===== src/rtl/lpstop_pkg.sv =====
`timescale 1ns/1ps
package lpstop_pkg;

    typedef enum logic [1:0] {
        LP_RUN    = 2'd0,
        LP_HALT   = 2'd1,
        LP_SETTLE = 2'd2,
        LP_RESUME = 2'd3
    } lp_state_e;

    typedef struct packed {
        logic keep_core;
        logic keep_ext;
    } lp_cfg_t;

    typedef struct packed {
        logic cpu;
        logic sys;
        logic ext;
    } lp_gate_t;

    localparam int LP_GATES = 3;

    // Gate request for each state; the processor clock runs only in LP_RUN.
    function automatic lp_gate_t gate_plan(lp_state_e st, lp_cfg_t cfg);
        lp_gate_t g;
        unique case (st)
            LP_RUN:    g = '{cpu: 1'b1, sys: 1'b1, ext: 1'b1};
            LP_HALT:   g = '{cpu: 1'b0, sys: cfg.keep_core,
                             ext: cfg.keep_core & cfg.keep_ext};
            LP_SETTLE: g = '{cpu: 1'b0, sys: 1'b0, ext: 1'b0};
            default:   g = '{cpu: 1'b0, sys: 1'b1, ext: 1'b1};
        endcase
        return g;
    endfunction

    function automatic logic vco_plan(lp_state_e st, lp_cfg_t cfg);
        return !((st == LP_HALT) && !cfg.keep_core);
    endfunction

endpackage


===== src/rtl/lpstop_wake.sv =====
`timescale 1ns/1ps
module lpstop_wake #(
    parameter int PRIO_W = 3
) (
    input  logic [PRIO_W-1:0] irq_level,
    input  logic              trace_req,
    input  logic [PRIO_W-1:0] held_mask,
    output logic              wake
);
    localparam logic [PRIO_W-1:0] TOP_LEVEL = '1;

    logic above_mask;
    logic non_maskable;

    assign above_mask   = irq_level > held_mask;
    assign non_maskable = irq_level == TOP_LEVEL;
    assign wake         = trace_req | above_mask | non_maskable;
endmodule


===== src/rtl/lpstop_relock.sv =====
`timescale 1ns/1ps
module lpstop_relock #(
    parameter int CNT_W = 16
) (
    input  logic             clk,
    input  logic             rst,
    input  logic             load,
    input  logic [CNT_W-1:0] load_val,
    input  logic             run,
    output logic             done
);
    logic [CNT_W-1:0] cnt_q;

    always_ff @(posedge clk) begin
        if (rst) begin
            cnt_q <= '0;
        end else if (load) begin
            cnt_q <= load_val;
        end else if (run && (cnt_q != '0)) begin
            cnt_q <= cnt_q - 1'b1;
        end
    end

    assign done = (cnt_q == '0);
endmodule


===== src/rtl/lpstop_clkgate.sv =====
`timescale 1ns/1ps
module lpstop_clkgate #(
    parameter int N = 3
) (
    input  logic         clk,
    input  logic [N-1:0] en_req,
    output logic [N-1:0] gclk
);
    logic [N-1:0] en_q;

    // Enables move only while clk is low, so an AND gate gives full pulses.
    always_ff @(negedge clk) begin
        en_q <= en_req;
    end

    for (genvar i = 0; i < N; i++) begin : g_gate
        assign gclk[i] = clk & en_q[i];
    end
endmodule


===== src/rtl/lpstop_clkctl.sv =====
`timescale 1ns/1ps
module lpstop_clkctl
    import lpstop_pkg::*;
#(
    parameter int PRIO_W = 3,
    parameter int CNT_W  = 16
) (
    input  logic              clk,
    input  logic              rst,
    input  logic              stop_req,
    input  logic [PRIO_W-1:0] stop_mask,
    input  logic [PRIO_W-1:0] irq_level,
    input  logic              trace_req,
    input  logic              keep_core,
    input  logic              keep_ext,
    input  logic [CNT_W-1:0]  relock_cycles,
    output logic              cpu_clk,
    output logic              sys_clk,
    output logic              ext_clk,
    output logic              vco_en,
    output logic              stopped,
    output logic [PRIO_W-1:0] held_mask
);
    lp_state_e         state_q, state_d;
    lp_cfg_t           cfg_q;
    logic [PRIO_W-1:0] mask_q;
    logic              wake;
    logic              relock_done;
    logic              relock_load;
    lp_gate_t          gate_req;
    logic [LP_GATES-1:0] gate_vec;
    logic [LP_GATES-1:0] gclk;

    lpstop_wake #(.PRIO_W(PRIO_W)) u_wake (
        .irq_level (irq_level),
        .trace_req (trace_req),
        .held_mask (mask_q),
        .wake      (wake)
    );

    assign relock_load = (state_q == LP_HALT) && wake && !cfg_q.keep_core;

    lpstop_relock #(.CNT_W(CNT_W)) u_relock (
        .clk      (clk),
        .rst      (rst),
        .load     (relock_load),
        .load_val (relock_cycles),
        .run      (state_q == LP_SETTLE),
        .done     (relock_done)
    );

    always_comb begin
        state_d = state_q;
        unique case (state_q)
            LP_RUN:    if (stop_req) state_d = LP_HALT;
            LP_HALT:   if (wake) state_d = cfg_q.keep_core ? LP_RESUME : LP_SETTLE;
            LP_SETTLE: if (relock_done) state_d = LP_RESUME;
            default:   state_d = LP_RUN;
        endcase
    end

    always_ff @(posedge clk) begin
        if (rst) begin
            state_q <= LP_RUN;
            mask_q  <= '0;
            cfg_q   <= '{keep_core: 1'b1, keep_ext: 1'b1};
        end else begin
            state_q <= state_d;
            if ((state_q == LP_RUN) && stop_req) begin
                mask_q <= stop_mask;
                cfg_q  <= '{keep_core: keep_core, keep_ext: keep_ext};
            end
        end
    end

    assign gate_req = gate_plan(state_q, cfg_q);
    assign gate_vec = {gate_req.cpu, gate_req.sys, gate_req.ext};

    lpstop_clkgate #(.N(LP_GATES)) u_gate (
        .clk    (clk),
        .en_req (gate_vec),
        .gclk   (gclk)
    );

    assign cpu_clk   = gclk[2];
    assign sys_clk   = gclk[1];
    assign ext_clk   = gclk[0];
    assign vco_en    = vco_plan(state_q, cfg_q);
    assign stopped   = (state_q == LP_HALT) || (state_q == LP_SETTLE);
    assign held_mask = mask_q;
endmodule


===== config.mk =====
export PLATFORM = sky130hd
export DESIGN_NAME = lpstop_clkctl
export DESIGN_NICKNAME = d
export VERILOG_FILES = /design/src/rtl/lpstop_pkg.sv /design/src/rtl/lpstop_wake.sv /design/src/rtl/lpstop_relock.sv /design/src/rtl/lpstop_clkgate.sv /design/src/rtl/lpstop_clkctl.sv
export SDC_FILE = /design/constraint.sdc
export NUM_CORES = 1
export LEC_CHECK = 0
export CAP_MARGIN = 10
export CORE_MARGIN = 10
export CORE_UTILIZATION = 47
export DETAILED_ROUTE_END_ITERATION = 10
export DONT_BUFFER_PORTS = 1
export HOLD_SLACK_MARGIN = 0.03
export PLACE_DENSITY = 0.6
export SKIP_CTS_REPAIR_TIMING = 1
export SYNTH_ARGS = -nofsm -noshare
export SYNTH_HDL_FRONTEND = slang
export SYNTH_HIERARCHICAL = 1
export SYNTH_SLANG_ARGS = --single-unit

===== constraint.sdc =====
create_clock -name clk -period 6.28 [get_ports clk]
set_clock_uncertainty 0.15 [all_clocks]
set_input_delay 0.628 -clock clk [delete_from_list [all_inputs] [get_ports clk]]
set_output_delay 0.628 -clock clk [all_outputs]
set_load 0.01 [all_outputs]

* Word level (Yosys, flattened, before mapping)
Cells that the tools add are included.
Widths: inputs -> output; s select.
** Storage, ports and cells
- Flip-flop bits (word level) :: 26
- Logic and storage cells :: 41
- Output and inout bits :: 8
** Cells by class
- Reduce and logical (&&, ||, !) cells :: 13
- Multiplexer cells :: 8
- Bitwise operators :: 6
- Equality and inequality tests :: 6
- Add/sub/neg operators :: 1
- Order comparisons :: 1
** Operators by type and width (count)
- $mux 16 :: 2
- $logic_not 16->1 :: 1
- $reduce_bool 16->1 :: 1
- $sub 16x1->16 const B :: 1
- $pmux 3 s3 :: 1
- $mux 2 :: 3
- $ne 2x2->1 const B :: 3
- $pmux 2 s3 :: 1
- $logic_and 1x1->1 :: 5
- $and 1x1->1 :: 4
- $eq 3x3->1 const B :: 1
- $gt 3x3->1 :: 1
- $reduce_and 3->1 :: 1
- $eq 2x1->1 const B :: 1
- $eq 2x2->1 const B :: 1
- $logic_not 1->1 :: 2
- $logic_not 2->1 :: 1
- $or 1x1->1 :: 2
- $reduce_bool 2->1 :: 1
- $logic_or 1x1->1 :: 1
- $mux 1 :: 1

* Depth between registers and ports, before layout
Gate-level depths: netlist of run 1.
- Word-level depth :: 6
- Gate-level depth with buffers :: 11
- Gate-level depth less buffers :: 10

* Hierarchy
The synthesis of run 1 kept the hierarchy.
** Modules (own cells, without submodules)
- lpstop_relock :: cells an instance 114, sequential area each 320.3 sq um, instances 1, area an instance 944.7 sq um
- lpstop_clkctl :: cells an instance 45, sequential area each 140.1 sq um, instances 1, area an instance 399.1 sq um
- lpstop_wake :: cells an instance 12, sequential area each 0.0 sq um, instances 1, area an instance 86.3 sq um
- lpstop_clkgate :: cells an instance 7, sequential area each 60.1 sq um, instances 1, area an instance 82.6 sq um

==> impl_metrics.py, run 1 <==
metrics = {
    "synthesis": {
        "ys_ff_latch": 26,
        "yosysTopAreaCellShare_pct": 34.41,
        "yosys_warnings": 6,
        "ys_types": 47,
        "yosysTopAreaCell": "dfxtp_1",
        "avgSynthCellArea_um2": 8.498,
        "ys_async_sr_fraction_pct": 0,
        "synthFlopType": "dfxtp_1",
        "synth_edf_count": 0,
        "yosysSeqAreaShare_pct": 34.41,
        "netlist_top_cells_area": "dfxtp_1 34%, ha_1 7.4%, xnor2_1 4.6%",
        "syn_nets": 215,
        "postSynthCellCount": 178,
        "syn_area_um2": 1513,
    },
    "worst_setup_path": {
        "critPathBufInv": 0,
        "critPathSlowestCell": "dfxtp_1",
        "crit_type": "flip-flop to output port",
        "reg2reg_to": "u_gate/en_q[0]$_DFF_N_",
        "crit_path_max_incr_delay_ns": 0.30,
        "critPathCaptureType": "output port",
        "reg2reg_depth": 3,
        "cp_cell_sequence": "and2_1",
        "cp.arrival_ns": 4.15,
        "start_kind": "flip-flop",
        "path_max_fanout": 1,
        "crit_family": "flip-flops",
        "r2r_setup_slack_ns": 1.80,
        "r2r_start": "state_q[0]$_SDFFE_PP0P_",
        "critPathRequiredTime_ns": 5.50,
    },
    "power_and_ir_drop": {
        "p_total_uw": 887.7,
        "power_density_nw_per_um2": 560.0,
        "p_seq_share_pct": 32.8,
        "p_int_uw": 481.6,
        "clockPowerShare_pct": 17.8,
        "switching_share_pct": 45.75,
        "leakagePower_uw": 0.0005865,
        "combPwrFrac_pct": 49.4,
        "p_sw_uw": 406.1,
        "vdd_drop_max_mv": 0.2610,
    },
    "place": {
        "portBuffers": 0,
        "hpwlAfterDp_um": 2561,
        "gp_congestion": 0.8249,
    },
    "clock_network": {
        "cts_tree": "built",
        "path_clk_slew_ns": 0.15,
        "clk_latency_ns": 0.44,
    },
    "floorplan": {
        "die_y_um": 76.73,
        "fp.dieW_um": 76.73,
        "floorplan.initialDensity_pct": 49.15,
        "io_pins": 36,
        "row_count": 20,
        "core_area_um2": 3078,
        "dieArea_um2": 5887,
    },
    "global_routing": {
        "grt_max_degree": 28,
        "grt_pass1_vias": 1264,
        "antenna_found_initial": 0,
        "grt_first_pass_wirelength_um": 5816,
        "grt_overflow": 0,
        "grtUsageTotal_pct": 12.00,
    },
    "sta": {
        "rsz0062_at_grt": "false",
        "maxSlewViolCount": 0,
        "relSlewSlack_pct": 49.40,
        "finalSetupTns_ns": 0,
        "final-hold-violation-count": 0,
        "worst_slew_pin_slew_ns": 0.7544,
        "setup_violations": 0,
        "whs_ns": 0.08323,
    },
    "routing": {
        "drc": 0,
        "drt_iter0_markers": 115,
        "antenna_left": 0,
        "vias": 1242,
        "finalWirelength_um": 3478,
        "firstDrtPassIters": 4,
        "post_drt_wl_per_cell_um": 15.39,
        "viasPerCell": 5.496,
    },
    "finish": {
        "syn2layout_area_growth_pct": 4.797,
        "num_antenna_cells": 0,
        "final_nets": 219,
        "drive_gt1_share_pct": 11.54,
    },
    "hold_path": {
        "hold_start": "rst",
        "worstHoldPathCells": 1,
        "hp-class": "primary input to flip-flop",
        "hold_end": "held_mask[0]$_SDFFE_PP0P_",
    },
    "run": {
        "cap_violations": 0,
    },
    "status": {
        "status": "completed",
    },
}
[registers in the layout (all words and copies together), names as in the netlist]
name / cells
u_relock/cnt_q: 16
cfg_q: 2
held_mask: 3
u_gate/en_q: 3
state_q: 2
[worst max-delay path by stage]
stage,start,to,cells after the start
detailed placement,state_q[0]$_SDFFE_PP0P_,u_gate/en_q[0]$_DFF_N_,3
floorplan,state_q[0]$_SDFFE_PP0P_,u_gate/en_q[0]$_DFF_N_,4
CTS,u_gate/en_q[2]$_DFF_N_,cpu_clk,1
global placement,state_q[0]$_SDFFE_PP0P_,u_gate/en_q[0]$_DFF_N_,3
global route,u_gate/en_q[0]$_DFF_N_,ext_clk,1
finish,u_gate/en_q[2]$_DFF_N_,cpu_clk,1
[power by group through the flow]
stage	Sequential (uW)	Clock (uW)	Combinational [uW]
6_report	291	158	439
2_1_floorplan	278	27.0	408
5_1_grt	301	179	492
3_3_place_gp	291	27.0	428
4_1_cts	291	165	438
3_5_place_dp	294	27.0	439
[metrics by stage]
stage,utilization [%],cell area [um2],cells,setup WS (ns)
2_1_floorplan,-,1513,178,1.837
3_3_place_gp,49.19,1514,215,1.829
3_5_place_dp,49.19,1514,215,1.779
4_1_cts,51.50,1585,226,1.322
5_1_grt,51.50,1585,226,1.276
6_report,51.50,1585,226,1.355
[cells by family (layout without fill, tap and decap cells)]
family,after synthesis,in the layout,share of synthesized area (%)
AND/OR/NAND/NOR,72,72,25.64
AO/OA/AOI/OAI,40,40,19.02
flip-flops,26,26,34.41
buffers and inverters,20,24,6.782
adder cells (fa/ha/maj),9,9,7.444
XOR/XNOR,8,8,4.632
multiplexers,3,3,2.068
[Yosys cell counts (2+ instances only)]
cell,instances
o21ai_0,4
a211oi_1,8
o221ai_1,2
a311oi_1,3
ha_1,9
mux2i_1,2
xnor2_1,8
nor2_1,18
nand2_1,13
a211o_1,3
and3_2,2
nand2b_1,3
a21oi_1,9
and2_1,3
nand3_1,6
or3_2,3
o21ai_2,2
nor3_1,8
inv_1,11
o21bai_1,3
clkbuf_1,3
nor3b_1,2
dfxtp_1,26
nor4_1,4
[cells in the final DEF, fill, tap and decap left out, drive strengths merged, types with 2 or more instances in the layout]
cell,instances
dfxtp,26
nor2,18
inv,14
nand2,13
a21oi,9
ha,9
a211oi,9
nor3,8
xnor2,8
clkbuf,8
o21ai,7
nand3,6
nor4,4
or3,4
a211o,3
nand2b,3
and2,3
o21bai,3
a311oi,3
and3,2
mux2i,2
nor3b,2
o221ai,2
or4,2
[metal layers]
layer	share of wire, %	track usage (%)
met1	46	13.55
met2	44	18.30
met4	1.4	5.019
met3	8.5	6.527
met5	0	0
[area by class of cell]
class                   count  area (um2)
fillers                   305        1493
multi-input cells         132       889.6
flip-flops and latches     26       520.5
clock buffers               8       56.30
well taps                  44       55.05
inverters                  12       45.04
clock inverters             4       18.77
No activity file was read; power rests on OpenSTA's default activity.
==> run 2, diff against run 1 <==
- clock period: 6.28 -> 5.2 ns (I/O delays scaled with it)
==> impl_metrics.py, run 2 (synthesis results as in run 1) <==
metrics = {
    "status": {
        "status": "completed",
    },
    "finish": {
        "final_cells": 232,
        "syn2layout_area_growth_pct": 8.768,
        "drive_gt1_share_pct": 11.17,
        "top_register": "u_relock/cnt_q",
        "final_nets": 225,
        "layout_common_cells": "26 x dfxtp_1, 18 x nor2_1, 13 x inv_1, 13 x nand2_1",
        "num_antenna_cells": 0,
        "largest_reg_flops": 16,
        "final_common_cell": "dfxtp_1",
    },
    "global_routing": {
        "antenna_found_initial": 0,
        "grt_max_degree": 28,
        "grtUsageTotal_pct": 12.89,
        "grt_overflow": 0,
        "grt_pass1_vias": 1281,
        "grt_first_pass_wirelength_um": 6113,
    },
    "power_and_ir_drop": {
        "power_density_nw_per_um2": 660.8,
        "p_seq_share_pct": 32.3,
        "p_sw_uw": 501.1,
        "leakagePower_uw": 0.0006096,
        "switching_share_pct": 46.09,
        "p_int_uw": 586.1,
        "vdd_drop_max_mv": 0.3127,
        "clockPowerShare_pct": 17.8,
        "combPwrFrac_pct": 49.8,
    },
    "worst_setup_path": {
        "critPathCaptureType": "output port",
        "cp_cell_sequence": "and2_1",
        "cp.arrival_ns": 3.62,
        "critPathSlowestCell": "dfxtp_1",
        "path_max_fanout": 1,
        "crit_path_max_incr_delay_ns": 0.30,
        "critPathBufInv": 0,
        "crit_family": "flip-flops",
        "critPathRequiredTime_ns": 4.53,
        "crit_type": "flip-flop to output port",
        "start_kind": "flip-flop",
        "r2r_setup_slack_ns": 1.27,
    },
    "sta": {
        "whs_ns": 0.04821,
        "worst_slew_pin_slew_ns": 0.7473,
        "rsz0062_at_grt": "false",
        "final-hold-violation-count": 0,
        "finalSetupTns_ns": 0,
        "maxSlewViolCount": 0,
        "final.setup.worst_slack_ns": 0.9105,
        "relSlewSlack_pct": 49.87,
        "setup_violations": 0,
    },
    "floorplan": {
        "fp.dieW_um": 76.73,
        "dieArea_um2": 5887,
        "io_pins": 36,
        "row_count": 20,
        "core_area_um2": 3078,
        "floorplan.initialDensity_pct": 49.15,
        "die_y_um": 76.73,
    },
    "clock_network": {
        "clk_latency_ns": 0.45,
        "cts_tree": "built",
        "path_clk_slew_ns": 0.16,
    },
    "place": {
        "hpwlAfterDp_um": 2563,
        "portBuffers": 0,
        "pre_cts_ws_ns": 1.243,
        "post-place-cells": 215,
        "gp_congestion": 0.8238,
    },
    "routing": {
        "antenna_left": 0,
        "drc": 0,
        "post_drt_wl_per_cell_um": 15.63,
        "firstDrtPassIters": 4,
        "finalWirelength_um": 3626,
        "viasPerCell": 5.552,
        "vias": 1288,
        "drt_iter0_markers": 79,
    },
    "hold_path": {
        "hp-class": "primary input to flip-flop",
    },
    "run": {
        "cap_violations": 0,
    },
}
-- run 2: cell count changes in the layout (fill, tap and decap cells not counted) --
| cell | before | now |
|---|---|---|
| dlygate4sd3_1 | 0 | 6 |
-- run 2: layout make-up --
class                           count  area (um2)
Clock buffer                        8       56.30
Multi-Input combinational cell    132       889.6
Sequential cell                    26       520.5
Inverter                           12       45.04
Fill cell                         306        1433
Clock inverter                      4       18.77
Timing Repair Buffer                6       60.06
Tap cell                           44       55.05
-- run 2: final timing paths --
check / from / endpoint / cells past startpoint
worst min register to register: cfg_q[0]$_SDFFE_PP1P_ / cfg_q[0]$_SDFFE_PP1P_ / 1
worst min-delay path: stop_mask[2] / held_mask[2]$_SDFFE_PP0P_ / 2
worst max-delay path: u_gate/en_q[1]$_DFF_N_ / sys_clk / 1
worst max register to register: state_q[0]$_SDFFE_PP0P_ / u_gate/en_q[0]$_DFF_N_ / 3
-- run 2: power groups by stage --
stage               Combinational, uW  Clock [uW]  Sequential, uW
finish                            542         194             352
floorplan                         492        32.6             336
detailed placement                530        32.6             355
CTS                               534         201             351
global route                      613         222             365
global placement                  516        32.6             351
-- run 2: metal layers --
layer	part of all wire, %	vias to the layer above	track usage, %
met4	0.61	0	5.762
li1	-	660	-
met1	46	589	14.43
met3	8.4	4	7.925
met5	0	-	0
met2	45	35	18.97
-- run 2: stage by stage --
stage | total power, uW | instance area, um2 | utilization [%]
after global routing | 1200 | 1645 | 53.46
after global placement | 900.0 | 1514 | 49.19
after detailed placement | 917.7 | 1514 | 49.19
final | 1087 | 1645 | 53.46
after CTS | 1087 | 1585 | 51.50
after floorplan | 860.5 | 1513 | -
==> run 3, diff against run 2 <==
- PLACE_DENSITY: 0.6 -> 0.62
- clock period: 5.2 -> 3.69 ns (I/O delays scaled with it)
==> impl_metrics.py, run 3 (synthesis results as in run 1) <==
metrics = {
    "place": {
        "post_dp_cell_area_um2": 1514,
        "post-place-cells": 215,
        "portBuffers": 0,
        "gp_congestion": 0.7565,
        "pre_cts_ws_ns": 0.4659,
        "hpwlAfterDp_um": 2548,
    },
    "sta": {
        "rsz0062_at_grt": "false",
        "worst_slew_pin_slew_ns": 0.8380,
        "final-hold-violation-count": 0,
        "finalSetupTns_ns": 0,
        "whs_ns": 0.01834,
        "setup_violations": 0,
        "final.setup.worst_slack_ns": 0.3195,
        "relSlewSlack_pct": 43.95,
        "maxSlewViolCount": 0,
    },
    "global_routing": {
        "grtUsageTotal_pct": 12.21,
        "grt_overflow": 0,
        "antenna_found_initial": 0,
        "grt_first_pass_wirelength_um": 5906,
        "grt_max_degree": 28,
        "grt_pass1_vias": 1334,
    },
    "finish": {
        "top_register": "u_relock/cnt_q",
        "largest_reg_flops": 16,
        "syn2layout_area_growth_pct": 19.77,
        "final_nets": 242,
        "seqCellArea_um2": 520.5,
        "layout_common_cells": "26 x dfxtp_1, 23 x dlygate4sd3_1, 18 x nor2_1, 13 x inv_1, 13 x nand2_1",
        "drive_gt1_share_pct": 9.756,
        "final_common_cell": "dfxtp_1",
        "num_antenna_cells": 0,
        "multiInputGateArea_um2": 889.6,
        "nFillCells": 310,
        "final_cells": 249,
        "design_area_um2": 1812,
    },
    "clock_network": {
        "path_clk_slew_ns": 0.14,
        "cts_tree": "built",
        "clk_latency_ns": 0.43,
    },
    "routing": {
        "antenna_left": 0,
        "drt_iter0_markers": 113,
        "finalWirelength_um": 3718,
        "viasPerCell": 5.410,
        "post_drt_wl_per_cell_um": 14.93,
        "vias": 1347,
        "drc": 0,
        "firstDrtPassIters": 4,
    },
    "power_and_ir_drop": {
        "p_sw_uw": 695.8,
        "clockPowerShare_pct": 16.8,
        "leakagePower_uw": 0.0006823,
        "vdd_drop_max_mv": 0.5826,
        "p_int_uw": 838.3,
        "power_density_nw_per_um2": 846.7,
        "switching_share_pct": 45.36,
        "p_seq_share_pct": 32.4,
        "combPwrFrac_pct": 50.8,
    },
    "floorplan": {
        "core_area_um2": 3078,
        "dieArea_um2": 5887,
        "row_count": 20,
        "io_pins": 36,
        "fp.dieW_um": 76.73,
        "floorplan.initialDensity_pct": 49.15,
        "die_y_um": 76.73,
    },
    "worst_setup_path": {
        "critPathRequiredTime_ns": 3.17,
        "crit_family": "flip-flops",
        "critPathCaptureType": "output port",
        "path_max_fanout": 1,
        "crit_path_max_incr_delay_ns": 0.31,
        "cp_cell_sequence": "and2_1",
        "critPathSlowestCell": "dfxtp_1",
        "critPathBufInv": 0,
        "crit_type": "flip-flop to output port",
        "cp.arrival_ns": 2.85,
        "start_kind": "flip-flop",
    },
    "run": {
        "cap_violations": 0,
    },
    "hold_path": {
        "hp-class": "primary input to flip-flop",
    },
    "status": {
        "status": "completed",
    },
}
==> run 3: cell types whose count changed in the layout (fill, tap and decap cells not counted), sizes merged <==
cell and delta:
dlygate4sd3 +17, clkinv +1, clkinvlp -1
==> run 3: power by group through the flow <==
stage          combinational [uW]  clock (uW)  sequential [uW]
2_1_floorplan                 694        45.9              473
3_3_place_gp                  726        45.9              496
3_5_place_dp                  737        45.9              499
4_1_cts                       740         273              494
5_1_grt                       866         287              515
6_report                      780         258              497
==> run 3: area by class of cell <==
class                   count  area share (%)
repair buffers             23           12.71
clock buffers               8           3.108
well taps                  44           3.039
flip-flops and latches     26           28.73
clock inverters             4          0.8287
multi-input cells         132           49.10
inverters                  12           2.486
==> run 3: worst paths after layout <==
kind	start	to	slack, ns	cells past startpoint
max	u_gate/en_q[1]$_DFF_N_	sys_clk	0.32	1
max reg2reg	state_q[0]$_SDFFE_PP0P_	u_gate/en_q[0]$_DFF_N_	0.50	3
min reg2reg	cfg_q[0]$_SDFFE_PP1P_	cfg_q[0]$_SDFFE_PP1P_	0.35	1
min	rst	u_relock/cnt_q[9]$_SDFFE_PP0P_	0.02	3
==> run 3: through the flow <==
step	util [%]	total power (uW)
after global placement	49.19	1267
after floorplan	-	1213
final	58.86	1534
after global routing	58.86	1668
after CTS	51.38	1507
after detailed placement	49.19	1282
==> run 3: per-layer routing <==
| layer | wire, um | share of wire (%) | global-route usage (%) |
|---|---|---|---|
| met5 | 0 | 0 | 0 |
| met4 | 40 | 1.1 | 6.877 |
| met3 | 222 | 6.0 | 6.061 |
| met2 | 1690 | 45 | 17.71 |
| met1 | 1765 | 47 | 14.21 |
